## config.mk

```make
export PLATFORM = sky130hd
export DESIGN_NAME = xbus_ctrl
export DESIGN_NICKNAME = d
export VERILOG_FILES = /design/src/rtl/xbus_pkg.sv /design/src/rtl/xbus_decode.sv /design/src/rtl/xbus_fsm.sv /design/src/rtl/xbus_pads.sv /design/src/rtl/xbus_ctrl.sv
export SDC_FILE = /design/constraint.sdc
export NUM_CORES = 1
export LEC_CHECK = 0
export ABC_AREA = 1
export CORE_MARGIN = 2
export CORE_UTILIZATION = 40
export DETAILED_ROUTE_END_ITERATION = 7
export PLACE_DENSITY = 0.79
export SLEW_MARGIN = 40
export SYNTH_ARGS = -nofsm -noshare
export SYNTH_HDL_FRONTEND = slang
export SYNTH_HIERARCHICAL = 1
export SYNTH_SLANG_ARGS = --single-unit
export TNS_END_PERCENT = 10
```

## constraint.sdc

```tcl
create_clock -name clk -period 1.55 [get_ports clk]
set_clock_uncertainty 0.15 [all_clocks]
set_input_delay 0.31 -clock clk [delete_from_list [all_inputs] [get_ports clk]]
set_output_delay 0.31 -clock clk [all_outputs]
set_load 0.02 [all_outputs]
```

## src/rtl/xbus_pkg.sv

```systemverilog
package xbus_pkg;

    localparam int XB_AW  = 16;
    localparam int XB_DW  = 8;
    localparam int XB_HW  = XB_AW - XB_DW;
    localparam int XB_LW  = 3;
    localparam int XB_HCW = $clog2(XB_HW + 1);
    localparam logic [XB_AW-1:0] XB_INT_LAST = 16'h10FF;

    typedef enum logic [2:0] {
        ST_IDLE,
        ST_ADDR,
        ST_STRB,
        ST_HOLD,
        ST_FIN
    } xb_state_e;

    typedef struct packed {
        logic             we;
        logic             ext;
        logic [XB_AW-1:0] addr;
        logic [XB_DW-1:0] wdata;
        logic [1:0]       ws;
    } xb_req_t;

    // Strobe cycles beyond the first one, per wait code
    function automatic logic [1:0] strobe_extra(input logic [1:0] ws);
        case (ws)
            2'd0:    return 2'd0;
            2'd1:    return 2'd1;
            default: return 2'd2;
        endcase
    endfunction

    function automatic logic hold_needed(input logic [1:0] ws);
        return ws == 2'd3;
    endfunction

endpackage

```

## src/rtl/xbus_decode.sv

```systemverilog
module xbus_decode
    import xbus_pkg::*;
#(
    parameter int AW = XB_AW,
    parameter int LW = XB_LW,
    parameter logic [AW-1:0] INT_LAST = XB_INT_LAST
) (
    input  logic [AW-1:0] addr,
    input  logic [LW-1:0] limit,
    input  logic [1:0]    ws_lo,
    input  logic [1:0]    ws_hi,
    output logic          ext,
    output logic          upper,
    output logic [1:0]    ws
);
    localparam int SHIFT = AW - LW;

    logic [AW-1:0] boundary;

    always_comb begin
        boundary = {limit, {SHIFT{1'b0}}};
        ext      = addr > INT_LAST;
        upper    = (limit == '0) || (addr >= boundary);
        ws       = ext ? (upper ? ws_hi : ws_lo) : 2'd0;
    end

endmodule

```

## src/rtl/xbus_fsm.sv

```systemverilog
module xbus_fsm
    import xbus_pkg::*;
#(
    parameter int DW = XB_DW
) (
    input  logic          clk,
    input  logic          rst,
    input  logic          en,
    input  logic          req,
    input  logic          we,
    input  logic [XB_AW-1:0] addr,
    input  logic [DW-1:0] wdata,
    input  logic          dec_ext,
    input  logic [1:0]    dec_ws,
    input  logic [DW-1:0] ad_in,
    input  logic [DW-1:0] int_rdata,
    output xb_state_e     st,
    output xb_req_t       cur,
    output logic          rdy,
    output logic [DW-1:0] rdata
);
    logic [1:0] cnt;

    always_ff @(posedge clk) begin
        if (rst) begin
            st    <= ST_IDLE;
            cur   <= '0;
            cnt   <= '0;
            rdy   <= 1'b0;
            rdata <= '0;
        end else begin
            rdy <= 1'b0;
            case (st)
                ST_IDLE: begin
                    if (req && !rdy) begin
                        cur.we    <= we;
                        cur.ext   <= dec_ext;
                        cur.addr  <= addr;
                        cur.wdata <= wdata;
                        cur.ws    <= dec_ws;
                        st        <= en ? ST_ADDR : ST_FIN;
                    end
                end
                ST_ADDR: begin
                    cnt <= strobe_extra(cur.ws);
                    st  <= ST_STRB;
                end
                ST_STRB: begin
                    if (cnt == 2'd0) begin
                        if (!cur.we)
                            rdata <= cur.ext ? ad_in : int_rdata;
                        if (cur.ext && hold_needed(cur.ws)) begin
                            st <= ST_HOLD;
                        end else begin
                            st  <= ST_IDLE;
                            rdy <= 1'b1;
                        end
                    end else begin
                        cnt <= cnt - 2'd1;
                    end
                end
                ST_HOLD: begin
                    st  <= ST_IDLE;
                    rdy <= 1'b1;
                end
                ST_FIN: begin
                    if (!cur.we)
                        rdata <= cur.ext ? '0 : int_rdata;
                    st  <= ST_IDLE;
                    rdy <= 1'b1;
                end
                default: st <= ST_IDLE;
            endcase
        end
    end

    AST_RDY_PULSE: assert property (@(posedge clk) disable iff (rst)
        rdy |=> !rdy);

    AST_HOLD_FOLLOWS_STRB: assert property (@(posedge clk) disable iff (rst)
        (st == ST_HOLD) |-> ($past(st) == ST_STRB));

    AST_ACCEPT_AFTER_RDY: assert property (@(posedge clk) disable iff (rst)
        rdy |=> (st == ST_IDLE));

endmodule

```

## src/rtl/xbus_pads.sv

```systemverilog
module xbus_pads
    import xbus_pkg::*;
#(
    parameter int DW  = XB_DW,
    parameter int HW  = XB_HW,
    parameter int HCW = XB_HCW
) (
    input  logic           clk,
    input  logic           rst,
    input  logic           en,
    input  xb_state_e      st,
    input  xb_req_t        cur,
    input  logic [HCW-1:0] hi_width,
    output logic [DW-1:0]  ad_out,
    output logic           ad_oe,
    output logic [HW-1:0]  ah_out,
    output logic [HW-1:0]  ah_oe,
    output logic           ale,
    output logic           rd_n,
    output logic           wr_n,
    output logic           ctl_oe
);
    logic in_strb;

    always_comb begin
        in_strb = en && (st == ST_STRB);
        ale     = en && (st == ST_ADDR);
        ad_out  = (st == ST_ADDR) ? cur.addr[DW-1:0] : cur.wdata;
        ad_oe   = ale || (in_strb && cur.we);
        ah_out  = cur.addr[XB_AW-1 -: HW];
        rd_n    = !(in_strb && cur.ext && !cur.we);
        wr_n    = !(in_strb && cur.ext &&  cur.we);
        ctl_oe  = en;
    end

    for (genvar i = 0; i < HW; i++) begin : g_hi_oe
        assign ah_oe[i] = en && (32'(hi_width) > i);
    end

    AST_STROBE_ALE_LOW: assert property (@(posedge clk) disable iff (rst)
        (!rd_n || !wr_n) |-> !ale);

    AST_INT_NO_STROBE: assert property (@(posedge clk) disable iff (rst)
        (st != ST_IDLE && !cur.ext) |-> (rd_n && wr_n));

    AST_READ_RELEASE: assert property (@(posedge clk) disable iff (rst)
        !rd_n |-> !ad_oe);

    AST_ONE_STROBE: assert property (@(posedge clk) disable iff (rst)
        rd_n || wr_n);

    AST_DISABLED_QUIET: assert property (@(posedge clk) disable iff (rst)
        !en |-> (!ad_oe && !ale && ah_oe == '0 && rd_n && wr_n));

    AST_ALE_SINGLE: assert property (@(posedge clk) disable iff (rst)
        $rose(ale) |=> !ale);

    AST_HOLD_QUIET: assert property (@(posedge clk) disable iff (rst)
        (st == ST_HOLD) |-> (cur.ws == 2'd3 && rd_n && wr_n && !ale));

endmodule

```

## src/rtl/xbus_ctrl.sv

```systemverilog
module xbus_ctrl
    import xbus_pkg::*;
#(
    parameter int AW  = XB_AW,
    parameter int DW  = XB_DW,
    parameter int LW  = XB_LW,
    parameter int HW  = AW - DW,
    parameter int HCW = $clog2(HW + 1)
) (
    input  logic           clk,
    input  logic           rst,
    input  logic           en,
    input  logic [LW-1:0]  limit,
    input  logic [1:0]     ws_lo,
    input  logic [1:0]     ws_hi,
    input  logic [HCW-1:0] hi_width,
    input  logic           req,
    input  logic           we,
    input  logic [AW-1:0]  addr,
    input  logic [DW-1:0]  wdata,
    input  logic [DW-1:0]  int_rdata,
    output logic           rdy,
    output logic [DW-1:0]  rdata,
    input  logic [DW-1:0]  ad_in,
    output logic [DW-1:0]  ad_out,
    output logic           ad_oe,
    output logic [HW-1:0]  ah_out,
    output logic [HW-1:0]  ah_oe,
    output logic           ale,
    output logic           rd_n,
    output logic           wr_n,
    output logic           ctl_oe
);
    logic       dec_ext;
    logic       dec_upper;
    logic [1:0] dec_ws;
    xb_state_e  st;
    xb_req_t    cur;

    xbus_decode #(.AW(AW), .LW(LW)) u_decode (
        .addr  (addr),
        .limit (limit),
        .ws_lo (ws_lo),
        .ws_hi (ws_hi),
        .ext   (dec_ext),
        .upper (dec_upper),
        .ws    (dec_ws)
    );

    xbus_fsm #(.DW(DW)) u_fsm (
        .clk       (clk),
        .rst       (rst),
        .en        (en),
        .req       (req),
        .we        (we),
        .addr      (addr),
        .wdata     (wdata),
        .dec_ext   (dec_ext),
        .dec_ws    (dec_ws),
        .ad_in     (ad_in),
        .int_rdata (int_rdata),
        .st        (st),
        .cur       (cur),
        .rdy       (rdy),
        .rdata     (rdata)
    );

    xbus_pads #(.DW(DW), .HW(HW), .HCW(HCW)) u_pads (
        .clk      (clk),
        .rst      (rst),
        .en       (en),
        .st       (st),
        .cur      (cur),
        .hi_width (hi_width),
        .ad_out   (ad_out),
        .ad_oe    (ad_oe),
        .ah_out   (ah_out),
        .ah_oe    (ah_oe),
        .ale      (ale),
        .rd_n     (rd_n),
        .wr_n     (wr_n),
        .ctl_oe   (ctl_oe)
    );

    AST_SECTOR_WS: assert property (@(posedge clk) disable iff (rst)
        (dec_ext && dec_upper) |-> (dec_ws == ws_hi));

endmodule

```

==> flow_metrics.tcl <==
set metrics [dict create \
    crit_required_ns 1.09 \
    ant_nets 0 \
    synth_area_leaders "dfxtp_1, nand2_1, nor2_1" \
    place.gp.congestion 0.892 \
    area_delta_synth_final_pct 51.7 \
    holdBufCountCts 0 \
    die_y_um 81.7 \
    post-dp-hpwl_um 4760 \
    synthMuxAreaShare_pct 0 \
    ios 94 \
    rrSetupSlack_ns -0.06 \
    setup_slack_ns -0.123 \
    critPathSlowestCell "dfxtp_4" \
    pre_cts_slack_ns -0.834 \
    drive_gt1_share_pct 25.7 \
    wl_per_cell_um 11.6 \
    synth_area_um2 2410 \
    max-clock-path-buffers 2 \
    violations "negative setup slack" \
    yosys_register_bits 42 \
    grt_usage_pct 18.9 \
    drt_drc_violations_left 0 \
    yosysWarnings 6 \
    num_rows 28 \
    start_kind "flip-flop" \
    synth.top_cell.area_share_pct 34.8 \
    crit_path_end "ad_oe" \
    syn_nets 419 \
    synth_area_per_cell_um2 6.72 \
    fill_cells 529 \
    hold_path.class "primary input to flip-flop" \
    slowest_delay_ns 0.36 \
    synth_largest_area_cell "dfxtp_1" \
    cts_tree "done" \
    path_clk_slew_ns 0.08 \
    wl_um 6300 \
    overflow 0 \
    yosysUniqueCellTypes 28 \
    rr_worst_depth 8 \
    finalCritPeriodShare_pct 108 \
    syn-instance-count 359 \
    cts.sinks 42 \
    first_global_vias 2391 \
    synth.yosys.seq_area_share_pct 34.8 \
    drv_cap 0 \
    crit_path_end_kind "output port" \
    final-max-slew-violation-count 0 \
    antenna_cells 0 \
    pwr_density_cell_nw_per_um2 865 \
    path_class "flip-flop to output port" \
    clk-insertion-delay-late_ns 0.30 \
    r2r-start "u_fsm/st[0]" \
    grt_first_pass_wirelength_um 10000 \
    synthAdderAreaFrac_pct 2.07 \
    vias_per_cell 4.67 \
    multi_input_area_um2 1350 \
    critPathArrivalTime_ns 1.21 \
    synth_top_family_by_area "simple AND/OR/NAND/NOR gates" \
    vdd_drop_max_mv 0.417 \
    core_um2 5890 \
    setup_viol 36 \
    initial_core_util_pct 41.0 \
    yosys.area_share.simple_pct 40.2 \
    p_leak_nw 1.79 \
    worstPathCellList "buf_4, nor2_4, nand3_1, nand2_1, buf_6" \
    die-area_um2 6670 \
    drt_iter0_drc 67 \
    hold_ws_ns 0.282 \
    vias 2547 \
    seq_area_um2 847 \
    first_pass_iters 4 \
    cts_buffers 5 \
    min_period_ns 1.67 \
    crit_fanout 4 \
    r2r-end "u_fsm/rdata[4]" \
    synthXorXnorAreaFrac_pct 0 \
    htreeDepth 2 \
    rsz0062_at_grt "true" \
    io_buffers 93 \
    finalHoldViolCount 0 \
    antenna_found_initial 0 \
    root_buffer "clkbuf_8" \
    grt_max_degree 21 \
    slew_headroom_pct 81.6 \
    synth_compound_area_share_pct 9.95 \
    tightest_slew_ns 0.277 \
    die_x_um 81.7 \
    fmax_mhz 598 \
    nNetsFinal 529 \
    outcome "complete, but fails checks" \
    crit_start "u_fsm/st[0]" \
]
==> Yosys cell counts <==
library cell and instances:
nor2_4 2, nand3_4 3, nand3_1 15, inv_2 6
nand2_1 72, inv_1 33, buf_12 1, nand3b_1 1
ha_1 4, o21a_1 1, clkbuf_1 2, nand3_2 1
dfxtp_1 42, clkinv_1 1, a21oi_1 7, buf_4 12
nand2_4 3, buf_6 1, o21ai_1 28, nand4_1 11
nand2_2 8, o21ai_0 8, nor2_2 15, buf_2 4
o21ai_2 2, clkbuf_8 1, nor3_1 3, nor2_1 72
==> critical path, delay by kind of cell (launching register included) <==
kind	cells	cell delay [ns]
flip-flops	1	0.36
AND/OR/NAND/NOR	3	0.28
buffers and inverters	2	0.26
==> worst min-delay path by stage <==
stage | end | slack (ns) | cells past startpoint | startpoint
5_1_grt | u_fsm/st[2] | 0.30 | 3 | en
2_1_floorplan | u_fsm/rdy | 0.23 | 1 | rst
4_1_cts | u_fsm/st[2] | 0.27 | 3 | en
6_report | u_fsm/st[2] | 0.28 | 3 | en
3_3_place_gp | u_fsm/cur[0] | 0.30 | 2 | u_fsm/cur[0]
3_5_place_dp | u_fsm/cur[0] | 0.31 | 2 | u_fsm/cur[0]
==> where the power goes <==
part / internal (W) / total (W) / switching [W]
clock: 0.000491 / 0.000917 / 0.000426
combinational: 0.000451 / 0.00100 / 0.000554
sequential: 0.00119 / 0.00124 / 0.0000591
total: 0.00213 / 0.00317 / 0.00104
==> registers in the layout (all words and copies together) (netlist names) <==
signal	flops
u_fsm/cur	28
u_fsm/rdata	8
u_fsm/st	3
u_fsm/cnt	2
u_fsm/rdy	1
==> area by class of cell <==
type	instances	share of cell area, %
clock buffer	5	1.88
clock inverter	3	1.33
inverter	40	4.65
multi-input combinational	256	36.8
sequential	42	23.1
tap	75	2.56
timing repair buffer	124	29.7
==> cell families after synthesis <==
family | count (synthesis)
AND/OR/NAND/NOR | 206
adder cells (fa/ha/maj) | 4
AO/OA/AOI/OAI | 46
flip-flops | 42
buffers and inverters | 61
==> routing by layer <==
layer  up-vias  GRT usage [%]  routed length, µm
met1      1115           21.1               2620
met4         0           6.33                 88
met2        83           34.8               3100
met3         8           4.95                498
li1       1341              -                  -
met5         -              0                  0
==> repair_timing <==
item,4_1_cts,5_1_grt
resized for setup,126,33
endpoints found under the hold margin,0,0
pin swaps,7,5
setup buffers,2,0
setup endpoints to repair,75,55
cloned,0,1
==> stage by stage <==
step                      total power, W  utilization, %  instance area, µm²  TNS (ns)  cells
after detailed placement         0.00229            59.5                3500    -17.33    534
after CTS                        0.00316            61.2                3600     -1.64    544
after global placement           0.00226            59.5                3500    -15.96    534
final                            0.00317            62.2                3660     -1.68    545
after floorplan                  0.00186               -                2420   -0.0118    359
after global routing             0.00334            62.2                3660     -4.97    545
==> placed cells by master, fill, tap and decap left out, types with 5 or more instances in the layout <==
master,count
nand2_2,9
buf_2,14
buf_6,8
o21ai_1,23
nor2_2,16
dlygate4sd2_1,26
nand4_1,11
buf_4,25
nand3_1,15
clkbuf_8,5
a21oi_1,7
inv_1,28
inv_2,6
nor2_1,70
dfxtp_1,39
nand2_1,70
o21ai_2,11
clkdlybuf4s50_1,44
(Power assumes the default switching activity.)
